`src/rtl/dacbank_pkg.sv`:
```
package dacbank_pkg;

    // Operation carried by the top bits of a data word
    typedef enum logic [1:0] {
        OP_WRITE   = 2'd0,
        OP_XFER    = 2'd1,
        OP_RST_ALL = 2'd2,
        OP_RST_ONE = 2'd3
    } dac_op_e;

    localparam int CMD_MSB   = 15;
    localparam int CMD_LSB   = 14;
    localparam int SCOPE_BIT = 13;

    function automatic dac_op_e classify(input logic [1:0] cmd, input logic scope);
        dac_op_e op;
        case (cmd)
            2'b10:   op = OP_XFER;
            2'b11:   op = scope ? OP_RST_ALL : OP_RST_ONE;
            default: op = OP_WRITE;
        endcase
        return op;
    endfunction

endpackage

```
`src/rtl/dacbank_decode.sv`:
```
module dacbank_decode
    import dacbank_pkg::*;
#(
    parameter int NUM_CH = 16,
    parameter int CODE_W = 10,
    parameter int DATA_W = 16,
    parameter int IDX_W  = 5
) (
    input  logic              wr_en,
    input  logic [IDX_W-1:0]  wr_idx,
    input  logic [DATA_W-1:0] wr_data,
    output logic [NUM_CH-1:0] load_sel,
    output logic [NUM_CH-1:0] clr_sel,
    output logic              xfer_all,
    output logic [CODE_W-1:0] code
);

    localparam logic [IDX_W-1:0] CH_LIMIT = IDX_W'(NUM_CH);

    logic    idx_ok;
    logic    accept;
    dac_op_e op;

    always_comb begin
        idx_ok   = (wr_idx < CH_LIMIT);
        accept   = wr_en && idx_ok;
        op       = classify(wr_data[CMD_MSB:CMD_LSB], wr_data[SCOPE_BIT]);
        xfer_all = accept && (op == OP_XFER);
        code     = wr_data[CODE_W-1:0];
    end

    for (genvar i = 0; i < NUM_CH; i++) begin : g_sel
        logic hit;
        assign hit         = accept && (wr_idx == IDX_W'(i));
        assign load_sel[i] = hit && ((op == OP_WRITE) || (op == OP_XFER));
        assign clr_sel[i]  = (accept && (op == OP_RST_ALL)) ||
                             (hit && (op == OP_RST_ONE));
    end

endmodule

```
`src/rtl/dacbank_channel.sv`:
```
module dacbank_channel #(
    parameter int CODE_W = 10
) (
    input  logic              clk,
    input  logic              rst_n,
    input  logic              gc_rst,
    input  logic              dflt_valid,
    input  logic [CODE_W-1:0] dflt_code,
    input  logic              hold,
    input  logic              xfer_all,
    input  logic              load,
    input  logic              clr,
    input  logic [CODE_W-1:0] code,
    output logic [CODE_W-1:0] out_code
);

    typedef struct packed {
        logic [CODE_W-1:0] stage;
        logic [CODE_W-1:0] drive;
    } ch_state_t;

    ch_state_t         st_q;
    ch_state_t         st_d;
    ch_state_t         st_rst;
    logic [CODE_W-1:0] dflt_eff;

    always_comb begin
        dflt_eff     = dflt_valid ? dflt_code : '0;
        st_rst.stage = dflt_eff;
        st_rst.drive = dflt_eff;
        st_d         = st_q;
        if (gc_rst || clr) begin
            st_d = st_rst;
        end else begin
            if (load) begin
                st_d.stage = code;
            end
            if (!hold || xfer_all) begin
                st_d.drive = st_d.stage;
            end
        end
    end

    always_ff @(posedge clk) begin
        if (!rst_n) begin
            st_q <= st_rst;
        end else begin
            st_q <= st_d;
        end
    end

    assign out_code = st_q.drive;

endmodule

```
`src/rtl/dacbank_top.sv`:
```
module dacbank_top #(
    parameter int NUM_CH = 16,
    parameter int CODE_W = 10,
    parameter int DATA_W = 16,
    parameter int IDX_W  = $clog2(NUM_CH) + 1,
    parameter int BUS_W  = NUM_CH * CODE_W
) (
    input  logic              clk,
    input  logic              rst_n,
    input  logic              gc_rst,
    input  logic              hold_ld,
    input  logic              dflt_valid,
    input  logic [BUS_W-1:0]  dflt_codes,
    input  logic              wr_en,
    input  logic [IDX_W-1:0]  wr_idx,
    input  logic [DATA_W-1:0] wr_data,
    output logic [BUS_W-1:0]  out_codes
);

    logic [NUM_CH-1:0] load_sel;
    logic [NUM_CH-1:0] clr_sel;
    logic              xfer_all;
    logic [CODE_W-1:0] code;

    dacbank_decode #(
        .NUM_CH(NUM_CH),
        .CODE_W(CODE_W),
        .DATA_W(DATA_W),
        .IDX_W (IDX_W)
    ) u_decode (
        .wr_en   (wr_en),
        .wr_idx  (wr_idx),
        .wr_data (wr_data),
        .load_sel(load_sel),
        .clr_sel (clr_sel),
        .xfer_all(xfer_all),
        .code    (code)
    );

    for (genvar i = 0; i < NUM_CH; i++) begin : g_ch
        dacbank_channel #(
            .CODE_W(CODE_W)
        ) u_ch (
            .clk       (clk),
            .rst_n     (rst_n),
            .gc_rst    (gc_rst),
            .dflt_valid(dflt_valid),
            .dflt_code (dflt_codes[i*CODE_W +: CODE_W]),
            .hold      (hold_ld),
            .xfer_all  (xfer_all),
            .load      (load_sel[i]),
            .clr       (clr_sel[i]),
            .code      (code),
            .out_code  (out_codes[i*CODE_W +: CODE_W])
        );
    end

endmodule

```
`config.mk`:
```
export PLATFORM = sky130hd
export DESIGN_NAME = dacbank_top
export DESIGN_NICKNAME = d
export VERILOG_FILES = /design/src/rtl/dacbank_pkg.sv /design/src/rtl/dacbank_decode.sv /design/src/rtl/dacbank_channel.sv /design/src/rtl/dacbank_top.sv
export SDC_FILE = /design/constraint.sdc
export NUM_CORES = 1
export LEC_CHECK = 0
export ABC_CLOCK_PERIOD_IN_PS = 5500
export BUFFER_PORTS_ARGS = -buffer_cell sky130_fd_sc_hd__buf_2
export CAP_MARGIN = 20
export CORE_UTILIZATION = 57
export CTS_CLUSTER_DIAMETER = 200
export DETAILED_ROUTE_END_ITERATION = 10
export GPL_TIMING_DRIVEN = 0
export PLACE_DENSITY = 0.87
export SLEW_MARGIN = 30
export SYNTH_ARGS = -nofsm -noshare
export SYNTH_HDL_FRONTEND = slang
export SYNTH_SLANG_ARGS = --single-unit
```
`constraint.sdc`:
```
create_clock -name clk -period 5.5 [get_ports clk]
set_input_delay 1.1 -clock clk [delete_from_list [all_inputs] [get_ports clk]]
set_output_delay 1.1 -clock clk [all_outputs]
set_load 0.005 [all_outputs]
```
==> reports/summary.txt, run 1 <==
flops & latches, synth -> 320
clock share of power -> 0.367
# fillers -> 1657
CTS tree -> done
Yosys top cell by area -> edfxtp_1
top-count cell post-synth -> mux2i_1
clock latency on the worst-skew pair -> 550 ps
area share of the largest cell type after synthesis -> 0.350
measured slew at the worst slew-check pin -> 1030 ps
post-synthesis sequential area ratio -> 0.583
Psw -> 1300 uW
CP Launch Point -> wr_en
H-tree Lvls -> 1
Congestion Overflow GR -> 0
EDFF count, synth -> 160
worst-case clock buffer depth -> 3
DR iter-0 viols -> 457
CP max FO -> 10
Final min period -> 3180 ps
die area -> 0.0247 mm^2
Leak Pwr -> 0.00880 uW
Mapped Area -> 0.0137 mm^2
Global Route Usage Sum -> 0.292
first-pass GRT wire length -> 53300 um
port bufs -> 342
Worst R2R Start -> g_ch[9].u_ch.st_q[13]
distinct cell type count after synthesis -> 34
Rel. slew slack -> 0.317
Post-synth top flop -> edfxtp_1
Core Area -> 0.0235 mm^2
Num CTS Buffers -> 31
drt pass-1 iters -> 5
HP Class -> flop to flop
Hold Crit Endpoint -> g_ch[14].u_ch.st_q[15]
met1 GRT Util -> 0.365
Core Util, Final -> 0.720
final slew viol count -> 0
worst setup margin -> 2320 ps
post-route setup TNS -> 0 ps
Fin. Hold Viols -> 0
Starting Density -> 0.583
vias -> 9552
Final Cycle Share -> 0.578
hold path depth -> 2
die height -> 157 um
Max Cap Violations -> 0
post-DP HPWL -> 26000 um
antenna violations before repair -> 9
reg-to-reg endpoint -> g_ch[9].u_ch.out_code[3]
Power Density -> 329 mW/mm^2
Seq pwr share -> 0.501
top cells by area, synth -> edfxtp_1, dfxtp_1, mux2i_1, buf_4, nand2_1
I/O pins -> 347
GRT busiest layer -> met2
die extent in x -> 157 um
CP required -> 5810 ps
cell depth of the worst flop-to-flop path -> 2
final net count -> 1667
status -> completed
largest net degree at the start of global routing -> 15
DR WL/cell -> 20.0 um
Root Driver -> clkbuf_16
HP Start -> g_ch[14].u_ch.st_q[15]
Sw Share -> 0.232
vias in the first global route -> 9504
Sink Count -> 320
FFs w/ async S/R, synth -> 0
post-CTS sizing -> 0
fmax -> 314 MHz
Syn. warnings -> 0
GR Layer Usage met2 -> 0.499
Mapped Cells -> 1095
final wirelength -> 36700 um
Synth top cells by count -> mux2i_1, nand2_1, buf_4, dfxtp_1, edfxtp_1
Layout area overhead -> 23.5%
clk slew on worst S/H paths -> 60 ps
row count -> 56
syn nets -> 1282
RSZ-0062 raised after global routing -> false
Post-DRT Antenna Nets -> 0
clock skew -> 9.33 ps
gp weighted congestion -> 0.872
Worst EP arrival -> 3490 ps
Post-CTS Setup Inserts -> 0
design area -> 0.0170 mm^2
Logic pwr share -> 0.132
final hold slack -> 559 ps
R2R setup slack -> 4600 ps
hold_buf cts -> 0
DP Area -> 0.0160 mm^2
layout cells sized above 1 -> 0.396
vias per inst -> 5.21
Setup crit end kind -> flop
# setup viols final -> 0
maximum VDD drop -> 0.282 mV
GR Util met3 -> 0.0534
pre-CTS setup slack -> 1950 ps
drc violations -> 0
syn_area_per_cell -> 12.5 um^2
Crit Path Class -> input pin to flop
startpoint types -> input pin
internal power -> 4290 uW
logic make-up (layout without fill, tap and decap cells):
group	Yosys count	in the layout	share of synthesized area
other	0	10	0
DFF	320	320	0.583
buffers and inverters	221	630	0.107
muxes	320	320	0.233
AOI/OAI and AO/OA	35	35	0.0144
and+or+nand+nor	199	199	0.0620
placed cells by master, fill, tap and decap left out, types with 2 or more instances in the layout:
cell type,count
a21boi_1,3
buf_2,366
buf_4,169
bufinv_16,2
clkbuf_1,34
clkbuf_16,31
clkbuf_2,5
clkbuf_8,4
clkinv_1,9
clkinv_2,5
dfxtp_1,160
diode_2,10
edfxtp_1,160
mux2i_1,320
nand2_1,169
nand2b_1,2
nand3_1,9
nand4bb_1,2
nor2b_1,3
nor3_1,4
o21a_1,2
o21ai_1,19
o21ai_2,7
area by class of cell:
cell class,count,area (um^2),area share
Timing Repair Buffer,352,1790,0.106
Multi-Input combinational cell,554,4280,0.253
Inverter,1,3.75,0.000221
Antenna cell,10,25.0,0.00148
Sequential cell,320,8010,0.472
Buffer,220,1470,0.0867
Tap cell,319,399,0.0235
Clock inverter,17,126,0.00745
Clock buffer,40,850,0.0501
registers in the layout (all words and copies together) (netlist names):
register	flops
g_ch.u_ch.out_code	160
g_ch.u_ch.st_q	160
stage by stage:
step                power [uW]  cells
detailed placement        3580   1766
finish                    5590   1833
CTS                       5600   1823
global route              5780   1828
floorplan                 3250   1095
global placement          3540   1756
power groups by stage:
stage	Combinational, uW	Sequential [uW]	Clock (uW)
after global routing	794	2820	2170
after floorplan	424	2830	0
after CTS	734	2800	2070
after global placement	702	2840	0
final	738	2800	2050
after detailed placement	730	2850	0
critical path, stage by stage:
cell,delay (ps)
buf_2,150
nor2b_1,170
a311oi_2,650
clkbuf_1,650
o21ai_1,470
buf_4,300
worst max path at each step:
stage                          endpoint
3_5_place_dp   g_ch[7].u_ch.out_code[6]
3_3_place_gp   g_ch[6].u_ch.out_code[6]
4_1_cts        g_ch[7].u_ch.out_code[6]
5_1_grt        g_ch[8].u_ch.out_code[5]
2_1_floorplan  g_ch[4].u_ch.out_code[0]
6_report       g_ch[7].u_ch.out_code[7]
per-layer routing:
layer,vias up,share of wire
met5,-,0
met1,4614,0.41
li1,4468,-
met2,380,0.49
met4,0,0.038
met3,90,0.060
Note: power is estimated with default switching activity, not from simulation.
==> run 2, diff against run 1 <==
- ABC_CLOCK_PERIOD_IN_PS: 5500 -> 3300
- CORE_UTILIZATION: 57 -> 53
- PLACE_DENSITY: 0.87 -> 0.82
- clock period: 5.5 -> 3.3 ns (I/O delays scaled with it)
==> reports/summary.txt, run 2 (synthesis gave the netlist of run 1 again) <==
status -> completed
maximum VDD drop -> 0.495 mV
Max Cap Violations -> 0
Root Driver -> clkbuf_16
Post-CTS Setup Inserts -> 0
Congestion Overflow GR -> 0
Tot Pwr -> 9590 uW
Leak Pwr -> 0.00886 uW
most frequent cells in the layout -> buf_2, mux2i_1, nand2_1, buf_4
Sink Count -> 320
worst setup margin -> 752 ps
CP Launch Point -> gc_rst
pre-CTS setup slack -> 241 ps
Global Route Usage Sum -> 0.270
final slew viol count -> 0
Starting Density -> 0.542
fmax -> 392 MHz
Core Area -> 0.0253 mm^2
Rel. slew slack -> 0.285
crit path to -> g_ch[11].u_ch.out_code[4]
port bufs -> 342
first-pass GRT wire length -> 53000 um
clk slew on worst S/H paths -> 60 ps
routed wl met2 -> 17800 um
# setup viols final -> 0
Worst EP arrival -> 2800 ps
final net count -> 1670
Setup crit end kind -> flop
cell depth of the worst flop-to-flop path -> 2
Crit Path Class -> input pin to flop
I/O pins -> 347
M1 WL -> 15000 um
vias in the first global route -> 9437
max layer used -> met5
layout cells sized above 1 -> 0.400
R2R setup slack -> 2430 ps
drc violations -> 0
Worst R2R Start -> g_ch[9].u_ch.st_q[18]
# fillers -> 1930
CP required -> 3550 ps
worst-case clock buffer depth -> 3
clock latency on the worst-skew pair -> 500 ps
Power Density -> 562 mW/mm^2
post-CTS sizing -> 0
final hold slack -> 437 ps
Post-DRT Antenna Nets -> 0
Final min period -> 2550 ps
vias per inst -> 5.13
measured slew at the worst slew-check pin -> 1070 ps
post-DP HPWL -> 25900 um
CTS tree -> done
final wirelength -> 36000 um
row count -> 58
hold_buf cts -> 0
reg-to-reg endpoint -> g_ch[9].u_ch.out_code[8]
gp weighted congestion -> 0.844
drt pass-1 iters -> 5
HP Class -> input pin to flop
die extent in x -> 163 um
routed wl met3 -> 2100 um
Final Cycle Share -> 0.772
most common cell after layout, fill and taps aside -> buf_2
CP max FO -> 10
DR WL/cell -> 19.5 um
largest net degree at the start of global routing -> 15
die area -> 0.0266 mm^2
H-tree Lvls -> 2
clock skew -> 13.6 ps
startpoint types -> input pin
DR iter-0 viols -> 611
RSZ-0062 raised after global routing -> false
Num CTS Buffers -> 34
die height -> 163 um
Layout area overhead -> 24.4%
antenna violations before repair -> 13
vias -> 9472
Fin. Hold Viols -> 0
## run 2: cell type report
type / instances / area, um^2 / area share
clock buffers: 52 / 1020 / 0.0597
clock inverters: 9 / 83.8 / 0.00491
well taps: 330 / 413 / 0.0242
flip-flops and latches: 320 / 8010 / 0.469
repair buffers: 352 / 1780 / 0.104
diodes: 10 / 25.0 / 0.00146
multi-input cells: 554 / 4280 / 0.250
inverters: 1 / 3.75 / 0.000220
plain buffers: 220 / 1470 / 0.0861
## run 2: worst max-delay path: stages
cell and delay (ps):
buf_2 90, nand2b_1 230, a311oi_2 710, clkbuf_1 490, o21ai_1 340, buf_4 260
## run 2: worst min-delay path by stage
stage / start / end / cells past startpoint
floorplan: g_ch[10].u_ch.st_q[10] / g_ch[10].u_ch.st_q[10] / 2
global placement: g_ch[6].u_ch.st_q[17] / g_ch[6].u_ch.st_q[17] / 2
detailed placement: g_ch[1].u_ch.st_q[19] / g_ch[1].u_ch.st_q[19] / 2
CTS: dflt_codes[150] / g_ch[15].u_ch.st_q[10] / 3
global route: dflt_codes[158] / g_ch[15].u_ch.st_q[18] / 3
finish: dflt_codes[83] / g_ch[8].u_ch.st_q[13] / 3
## run 2: routing by layer
metal  vias up  track usage
met4         6       0.0943
met3        68       0.0509
met1      4592        0.347
li1       4471            -
met2       335        0.454
met5         -            0
## run 2: where the power goes
part | internal [uW] | switching (uW)
Combinational | 635 | 585
Clock | 2220 | 1490
Sequential | 4560 | 104
## run 2: metrics by stage
step / TNS [ps] / util / cell area [um^2] / instances
floorplan: 0 / - / 13700 / 1095
global placement: -6780 / 0.626 / 15900 / 1767
detailed placement: 0 / 0.630 / 16000 / 1777
CTS: 0 / 0.674 / 17100 / 1838
global route: 0 / 0.674 / 17100 / 1846
finish: 0 / 0.675 / 17100 / 1848
